$ cat src/rtl/phy_seq_pkg.sv
package phy_seq_pkg;

  localparam int ADDR_W = 5;
  localparam int DATA_W = 16;

  localparam logic [4:0] RA_CTRL = 5'd0;
  localparam logic [4:0] RA_STAT = 5'd1;
  localparam logic [4:0] RA_ADV  = 5'd4;

  localparam int CB_RESET   = 15;
  localparam int CB_ANEN    = 12;
  localparam int CB_ISO     = 10;
  localparam int CB_RESTART = 9;
  localparam int SB_LINK    = 2;
  localparam int SB_ANDONE  = 5;

  localparam logic [DATA_W-1:0] ADV_ABILITY = 16'h01E0;

  typedef enum logic [4:0] {
    S_IDLE, S_ISSUE, S_WAIT, S_SCAN_ST, S_SCAN_CT,
    S_RST_WR, S_RST_DLYW, S_RST_POLL, S_ISO_RD, S_ISO_WR,
    S_ANOFF_RD, S_ANOFF_WR, S_ADV_RD, S_ADV_WR, S_ANON_RD,
    S_ANON_WR, S_RS_RD, S_RS_WR, S_LPOLL, S_LDLYW, S_FIN
  } seq_state_e;

  typedef struct packed {
    logic              wr;
    logic [4:0]        ra;
    logic [DATA_W-1:0] data;
  } mdio_cmd_t;

  function automatic mdio_cmd_t mk_cmd(logic wr, logic [4:0] ra, logic [DATA_W-1:0] data);
    mdio_cmd_t c;
    c.wr   = wr;
    c.ra   = ra;
    c.data = data;
    return c;
  endfunction

endpackage

$ cat src/rtl/phy_seq_timer.sv
module phy_seq_timer #(
  parameter int W = 4
) (
  input  logic         clk,
  input  logic         rst_n,
  input  logic         load,
  input  logic [W-1:0] load_val,
  output logic         zero
);
  logic [W-1:0] cnt_q, cnt_d;

  always_comb begin
    cnt_d = cnt_q;
    if (load)             cnt_d = load_val;
    else if (cnt_q != '0) cnt_d = cnt_q - 1'b1;
  end

  always_ff @(posedge clk or negedge rst_n) begin
    if (!rst_n) cnt_q <= '0;
    else        cnt_q <= cnt_d;
  end

  assign zero = (cnt_q == '0);

endmodule

$ cat src/rtl/phy_seq_budget.sv
module phy_seq_budget #(
  parameter int W = 6
) (
  input  logic         clk,
  input  logic         rst_n,
  input  logic         load,
  input  logic [W-1:0] load_val,
  input  logic         consume,
  input  logic [W-1:0] step,
  output logic         exhausted
);
  logic [W-1:0] left_q, left_d;

  always_comb begin
    left_d = left_q;
    if (load)         left_d = load_val;
    else if (consume) left_d = left_q - step;
  end

  always_ff @(posedge clk or negedge rst_n) begin
    if (!rst_n) left_q <= '0;
    else        left_q <= left_d;
  end

  assign exhausted = (left_q <= step);

  // a poll is only charged while budget remains, so it never wraps
  a_r5_budget_no_wrap: assert property (@(posedge clk) disable iff (!rst_n)
    consume |-> !exhausted);

endmodule

$ cat src/rtl/phy_bringup_seq.sv
module phy_bringup_seq
  import phy_seq_pkg::*;
#(
  parameter int PHY_COUNT   = 32,
  parameter int RST_DLY     = 8,
  parameter int RST_BUDGET  = 40,
  parameter int LINK_DLY    = 6,
  parameter int LINK_BUDGET = 30
) (
  input  logic        clk,
  input  logic        rst_n,
  input  logic        start,
  input  logic        an_mode,
  output logic        busy,
  output logic        seq_done,
  output logic        phy_found,
  output logic [4:0]  phy_addr,
  output logic        reset_ok,
  output logic        link_up,
  output logic        timed_out,
  output logic        mdio_req,
  output logic        mdio_write,
  output logic [4:0]  mdio_phy,
  output logic [4:0]  mdio_reg,
  output logic [15:0] mdio_wdata,
  input  logic        mdio_done,
  input  logic        mdio_err,
  input  logic [15:0] mdio_rdata
);
  localparam int DLY_MAX = (RST_DLY > LINK_DLY) ? RST_DLY : LINK_DLY;
  localparam int BUD_MAX = (RST_BUDGET > LINK_BUDGET) ? RST_BUDGET : LINK_BUDGET;
  localparam int TW = $clog2(DLY_MAX + 1);
  localparam int BW = $clog2(((BUD_MAX > DLY_MAX) ? BUD_MAX : DLY_MAX) + 1);
  localparam logic [ADDR_W-1:0] LAST_ADDR = ADDR_W'(PHY_COUNT - 1);

  seq_state_e        state_q, state_d, ret_q, ret_d;
  mdio_cmd_t         cmd_q, cmd_d;
  logic [ADDR_W-1:0] addr_q, addr_d;
  logic [DATA_W-1:0] rsp_q;
  logic              rsp_err_q;
  logic              found_q, found_d, rok_q, rok_d, link_q, link_d, tmo_q, tmo_d;
  logic              mode_q, mode_d;
  logic              scan_miss;
  logic              tmr_load, tmr_zero;
  logic [TW-1:0]     tmr_val;
  logic              bud_load, bud_cons, bud_exh;
  logic [BW-1:0]     bud_val, bud_step;
  logic              hit;

  phy_seq_timer #(.W(TW)) u_timer (
    .clk(clk), .rst_n(rst_n), .load(tmr_load), .load_val(tmr_val), .zero(tmr_zero)
  );

  phy_seq_budget #(.W(BW)) u_budget (
    .clk(clk), .rst_n(rst_n), .load(bud_load), .load_val(bud_val),
    .consume(bud_cons), .step(bud_step), .exhausted(bud_exh)
  );

  assign bud_step = (state_q == S_RST_POLL) ? BW'(RST_DLY) : BW'(LINK_DLY);
  assign hit      = mode_q ? rsp_q[SB_ANDONE] : rsp_q[SB_LINK];

  always_comb begin
    state_d = state_q; ret_d = ret_q; cmd_d = cmd_q; addr_d = addr_q;
    found_d = found_q; rok_d = rok_q; link_d = link_q; tmo_d = tmo_q; mode_d = mode_q;
    scan_miss = 1'b0;
    tmr_load = 1'b0; tmr_val = '0;
    bud_load = 1'b0; bud_val = '0; bud_cons = 1'b0;
    unique case (state_q)
      S_IDLE: if (start) begin
        addr_d = '0; found_d = 1'b0; rok_d = 1'b0; link_d = 1'b0; tmo_d = 1'b0;
        mode_d = an_mode;
        cmd_d = mk_cmd(1'b0, RA_STAT, '0); ret_d = S_SCAN_ST; state_d = S_ISSUE;
      end
      S_ISSUE: state_d = S_WAIT;
      S_WAIT:  if (mdio_done) state_d = ret_q;
      S_SCAN_ST: begin
        if (rsp_err_q) scan_miss = 1'b1;
        else begin cmd_d = mk_cmd(1'b0, RA_CTRL, '0); ret_d = S_SCAN_CT; state_d = S_ISSUE; end
      end
      S_SCAN_CT: begin
        if (rsp_err_q) scan_miss = 1'b1;
        else begin
          found_d = 1'b1;
          cmd_d = mk_cmd(1'b1, RA_CTRL, 16'h1 << CB_RESET); ret_d = S_RST_WR; state_d = S_ISSUE;
        end
      end
      S_RST_WR: begin
        tmr_load = 1'b1; tmr_val = TW'(RST_DLY);
        bud_load = 1'b1; bud_val = BW'(RST_BUDGET);
        state_d = S_RST_DLYW;
      end
      S_RST_DLYW: if (tmr_zero) begin
        cmd_d = mk_cmd(1'b0, RA_CTRL, '0); ret_d = S_RST_POLL; state_d = S_ISSUE;
      end
      S_RST_POLL: begin
        if (rsp_err_q) state_d = S_FIN;
        else if (!rsp_q[CB_RESET]) begin
          cmd_d = mk_cmd(1'b0, RA_CTRL, '0); ret_d = S_ISO_RD; state_d = S_ISSUE;
        end else if (bud_exh) begin
          tmo_d = 1'b1; state_d = S_FIN;
        end else begin
          bud_cons = 1'b1; tmr_load = 1'b1; tmr_val = TW'(RST_DLY); state_d = S_RST_DLYW;
        end
      end
      S_ISO_RD: begin
        rok_d = 1'b1;
        cmd_d = mk_cmd(1'b1, RA_CTRL, rsp_q & ~(16'h1 << CB_ISO)); ret_d = S_ISO_WR; state_d = S_ISSUE;
      end
      S_ISO_WR:   begin cmd_d = mk_cmd(1'b0, RA_CTRL, '0); ret_d = S_ANOFF_RD; state_d = S_ISSUE; end
      S_ANOFF_RD: begin
        cmd_d = mk_cmd(1'b1, RA_CTRL, rsp_q & ~(16'h1 << CB_ANEN)); ret_d = S_ANOFF_WR; state_d = S_ISSUE;
      end
      S_ANOFF_WR: begin cmd_d = mk_cmd(1'b0, RA_ADV, '0); ret_d = S_ADV_RD; state_d = S_ISSUE; end
      S_ADV_RD:   begin cmd_d = mk_cmd(1'b1, RA_ADV, rsp_q | ADV_ABILITY); ret_d = S_ADV_WR; state_d = S_ISSUE; end
      S_ADV_WR:   begin cmd_d = mk_cmd(1'b0, RA_CTRL, '0); ret_d = S_ANON_RD; state_d = S_ISSUE; end
      S_ANON_RD:  begin
        cmd_d = mk_cmd(1'b1, RA_CTRL, rsp_q | (16'h1 << CB_ANEN)); ret_d = S_ANON_WR; state_d = S_ISSUE;
      end
      S_ANON_WR:  begin cmd_d = mk_cmd(1'b0, RA_CTRL, '0); ret_d = S_RS_RD; state_d = S_ISSUE; end
      S_RS_RD:    begin
        cmd_d = mk_cmd(1'b1, RA_CTRL, rsp_q | (16'h1 << CB_RESTART)); ret_d = S_RS_WR; state_d = S_ISSUE;
      end
      S_RS_WR: begin
        bud_load = 1'b1; bud_val = BW'(LINK_BUDGET);
        cmd_d = mk_cmd(1'b0, RA_STAT, '0); ret_d = S_LPOLL; state_d = S_ISSUE;
      end
      S_LPOLL: begin
        if (rsp_err_q) state_d = S_FIN;
        else if (hit) begin link_d = 1'b1; state_d = S_FIN; end
        else if (bud_exh) begin tmo_d = 1'b1; state_d = S_FIN; end
        else begin
          bud_cons = 1'b1; tmr_load = 1'b1; tmr_val = TW'(LINK_DLY); state_d = S_LDLYW;
        end
      end
      S_LDLYW: if (tmr_zero) begin
        cmd_d = mk_cmd(1'b0, RA_STAT, '0); ret_d = S_LPOLL; state_d = S_ISSUE;
      end
      S_FIN:   state_d = S_IDLE;
      default: state_d = S_IDLE;
    endcase
    if (scan_miss) begin
      if (addr_q == LAST_ADDR) begin
        addr_d = '1; state_d = S_FIN;
      end else begin
        addr_d = addr_q + 1'b1;
        cmd_d = mk_cmd(1'b0, RA_STAT, '0); ret_d = S_SCAN_ST; state_d = S_ISSUE;
      end
    end
  end

  always_ff @(posedge clk or negedge rst_n) begin
    if (!rst_n) begin
      state_q <= S_IDLE; ret_q <= S_IDLE; cmd_q <= '0; addr_q <= '1;
      found_q <= 1'b0; rok_q <= 1'b0; link_q <= 1'b0; tmo_q <= 1'b0; mode_q <= 1'b0;
    end else begin
      state_q <= state_d; ret_q <= ret_d; cmd_q <= cmd_d; addr_q <= addr_d;
      found_q <= found_d; rok_q <= rok_d; link_q <= link_d; tmo_q <= tmo_d; mode_q <= mode_d;
    end
  end

  always_ff @(posedge clk or negedge rst_n) begin
    if (!rst_n) begin
      rsp_q <= '0; rsp_err_q <= 1'b0;
    end else if (state_q == S_WAIT && mdio_done) begin
      rsp_q <= mdio_rdata; rsp_err_q <= mdio_err;
    end
  end

  assign busy       = (state_q != S_IDLE);
  assign seq_done   = (state_q == S_FIN);
  assign phy_found  = found_q;
  assign phy_addr   = addr_q;
  assign reset_ok   = rok_q;
  assign link_up    = link_q;
  assign timed_out  = tmo_q;
  assign mdio_req   = (state_q == S_ISSUE);
  assign mdio_write = cmd_q.wr;
  assign mdio_phy   = addr_q;
  assign mdio_reg   = cmd_q.ra;
  assign mdio_wdata = cmd_q.data;

  a_r11_req_single: assert property (@(posedge clk) disable iff (!rst_n)
    mdio_req |=> !mdio_req);
  a_r11_done_then_idle: assert property (@(posedge clk) disable iff (!rst_n)
    seq_done |=> !busy);
  a_r3_miss_all_ones: assert property (@(posedge clk) disable iff (!rst_n)
    (seq_done && !phy_found) |-> (phy_addr == '1));
  a_r7_ok_needs_found: assert property (@(posedge clk) disable iff (!rst_n)
    reset_ok |-> phy_found);
  a_r10_link_or_timeout: assert property (@(posedge clk) disable iff (!rst_n)
    !(link_up && timed_out));

endmodule

$ cat config.mk
export PLATFORM = sky130hd
export DESIGN_NAME = phy_bringup_seq
export DESIGN_NICKNAME = d
export VERILOG_FILES = /design/src/rtl/phy_seq_pkg.sv /design/src/rtl/phy_seq_timer.sv /design/src/rtl/phy_seq_budget.sv /design/src/rtl/phy_bringup_seq.sv
export SDC_FILE = /design/constraint.sdc
export NUM_CORES = 1
export LEC_CHECK = 0
export ABC_AREA = 1
export BUFFER_PORTS_ARGS = -buffer_cell sky130_fd_sc_hd__buf_2
export CAP_MARGIN = 10
export CORE_UTILIZATION = 50
export CTS_CLUSTER_SIZE = 40
export DETAILED_ROUTE_END_ITERATION = 10
export PLACE_DENSITY = 0.69
export REMOVE_ABC_BUFFERS = 1
export SYNTH_ARGS = -nofsm -noshare
export SYNTH_HDL_FRONTEND = slang
export SYNTH_HIERARCHICAL = 1
export SYNTH_SLANG_ARGS = --single-unit
$ cat constraint.sdc
create_clock -name clk -period 4.5 [get_ports clk]
set_clock_uncertainty 0.2 [all_clocks]
set_input_delay 0.675 -clock clk [delete_from_list [all_inputs] [get_ports clk]]
set_output_delay 0.675 -clock clk [all_outputs]
set_load 0.02 [all_outputs]
==> metrics.md <==
| Metric | Value |
|---|---|
| Via count | between 6,000 and 7,000 |
| Rows | 39 |
| Postcts setup bufs | 0 |
| Avg Inst Size Synth | 5.99 sq um |
| Via/cell ratio | 5.53 |
| Status | complete, but fails checks |
| Worst reg-to-reg path cell count | 21 |
| Worst setup SP type | flip-flop |
| Inst Count DP | 1,178 |
| Die height | roughly 110 um |
| Asr flop ratio synth | 1.00 |
| Most common cell after layout, fill and taps aside | nand2_1 |
| Sequential share of the synthesized area | 0.286 |
| I/O Buffers | 60 |
| Total length of routed wires | approximately 19 mm |
| # hold bufs at CTS | 0 |
| Max Slew Vio Count | 0 |
| Antenna diode count | 0 |
| Critical Path Fanout Max | 26 |
| Worst setup EP type | flip-flop |
| Yosys reg bits | 69 |
| Clk buf depth | 2 |
| Min Hold Slack | 0.250 ns |
| Wire per inst | 15.7 um |
| Crit path time final | ~3.5 ns |
| Num ports | just over 60 |
| Initial antenna violation count | 0 |
| RSZ-0062 raised after global routing | false |
| Syn Inst Count | 1,013 |
| Worst EP arrival | 3.56 ns |
| Failing checks | design-rule violations |
| Final net count | about 1,100 |
| Actual slew at the worst max-slew pin | 1.13 ns |
| Non-Filler Instances | 1,194 |
| Initial DRC count | slightly below 700 |
| Clock sink total | between 60 and 70 |
| Clk slew on worst S/H paths | 0.06 ns |
| Gpl congestion | 0.928 |
| VDD IR-drop max | around 0.32 mV |
| Final setup viols | 0 |
| Crit Reg-Reg Startpoint | state_q[4] |
| Root buffer cell | clkbuf_16 |
| Slew margin rel. | 0.248 |
| Hold Crit Class | in -> async |
| Largest net degree at the start of global routing | 70 |
| Core Region | 0.0116 sq mm |
| Max-Cap Viols | 0 |
| FMAX | 283 MHz |
| # resized after CTS | 0 |
| TNS Setup | 0 ns |
| Power Total | between 4 and 5 mW |
| Vias in the first global route | slightly below 6,000 |
| First-pass GRT wire length | 30.1 mm |
| Mapped Area | 0.00606 sq mm |
| DRC viols | 2 |
| Grt ovf | 0 |
| Starting Density | 0.522 |
| Power Density | between 600 and 700 mW/mm^2 |
| H-Tree Level Count | 3 |
| Synthesis Warnings | 6 |
| P_leak | 3.84 nW |
| First drt pass iteration count | 10 |
| Setup CP Type | reg -> reg |
| CTS tree | done |
| Ratio of final minimum period to clock period | 0.785 |
| Most frequent cells in the layout | 266 x nand2_1, 191 x nor2_1, 109 x nand3_1, 100 x inv_1, 87 x a21oi_1 |
| GRT Util Overall | 0.305 |
| Synth Flop Type | dfrtp_1 |
| Crit path launch | state_q[4] |
| Inserted Clock Buffers | 9 |
| Synth cell types | 44 |
| Critical Path RT | 4.53 ns |
| Post-DP HPWL | 12.0 mm |
| Die area | 0.0126 sq mm |
| Fraction of layout cells with a size suffix above 1 | 0.130 |
| Clock latency on the worst-skew pair | 0.36 ns |
| Detail Route Antenna Nets | 0 |
| Synth-to-Final Area Change | 9.59% |
| Die W | about 110 um |
| Final Hold Fails | 0 |
| Post-synth EDFFs | 0 |
==> per-stage QoR <==
stage | setup slack, ns | util | area [sq um]
after floorplan | 1.05 | - | 5770
final | 0.966 | 0.572 | 6650
after global routing | 0.641 | 0.572 | 6650
after CTS | 0.997 | 0.572 | 6650
after detailed placement | 1.00 | 0.546 | 6340
after global placement | 1.12 | 0.546 | 6340
==> final timing paths <==
kind                                            to  slack [ns]
worst max-delay path              u_timer/cnt_q[1]        0.97
worst min-delay path            u_budget/left_q[0]        0.25
worst max register to register    u_timer/cnt_q[1]        0.97
worst min register to register            reset_ok        0.29
max in group asynchronous            mdio_wdata[1]        3.25
min in group clk                          reset_ok        0.29
==> routing by layer <==
metal / vias up / track usage / routed length [um]
met5: - / 0 / 0
met4: 0 / 0.118 / 388
met3: 38 / 0.0470 / 1600
met2: 287 / 0.496 / 8580
met1: 2968 / 0.408 / 8200
li1: 3305 / - / -
==> cell usage after synthesis (8+ instances only) <==
cell type	count	share of area
dfrtp_1	64	0.26
buf_2	27	0.022
a21oi_1	87	0.072
buf_4	13	0.016
clkbuf_1	10	0.0062
nand2_1	266	0.16
inv_1	100	0.062
nand4_1	23	0.024
o21ai_0	25	0.021
inv_2	12	0.0074
ha_1	8	0.017
nand3_1	109	0.090
nor2_1	191	0.12
==> cell type report <==
type                       count  area (sq um)
inverter                     115           439
tap                          143           179
fill                        1246          4970
multi-input combinational    779          3600
sequential                    69          1730
timing repair buffer          72           393
clock buffer                  11           243
clock inverter                 5          60.1
==> power by group <==
part | total (mW) | switching, mW | internal, mW
Sequential | 1.10 | 0.246 | 0.854
Combinational | 2.40 | 1.73 | 0.668
Clock | 0.734 | 0.289 | 0.445
==> logic make-up (layout without fill, tap and decap cells) <==
logic type | Yosys count | count (layout) | synth area share
DFF | 69 | 69 | 0.286
buffers and inverters | 169 | 203 | 0.123
other | 1 | 5 | 0.000618
adders and majority gates | 9 | 9 | 0.0198
AOI/OAI and AO/OA | 138 | 138 | 0.125
and+or+nand+nor | 623 | 623 | 0.439
xor gates and xnor gates | 3 | 3 | 0.00433
muxes | 1 | 1 | 0.00186
==> critical path, stage by stage, from the launching register on <==
cell and delay, ns:
dfrtp_1 0.59, inv_4 0.38, nand3_1 0.17, nor2_2 0.13
inv_1 0.06, ha_1 0.34, a21oi_1 0.14, nand2_1 0.08
nand2_1 0.08, nand2_1 0.05, nand2_1 0.05, nand2_1 0.05
nand2_1 0.07, inv_1 0.06, nand2_1 0.10, nor2_1 0.05
nand2_1 0.14, nand3_1 0.26, inv_1 0.17, nand3_2 0.11
nand2_1 0.07, o21ai_0 0.07
Power figures use the tool's default switching activity.
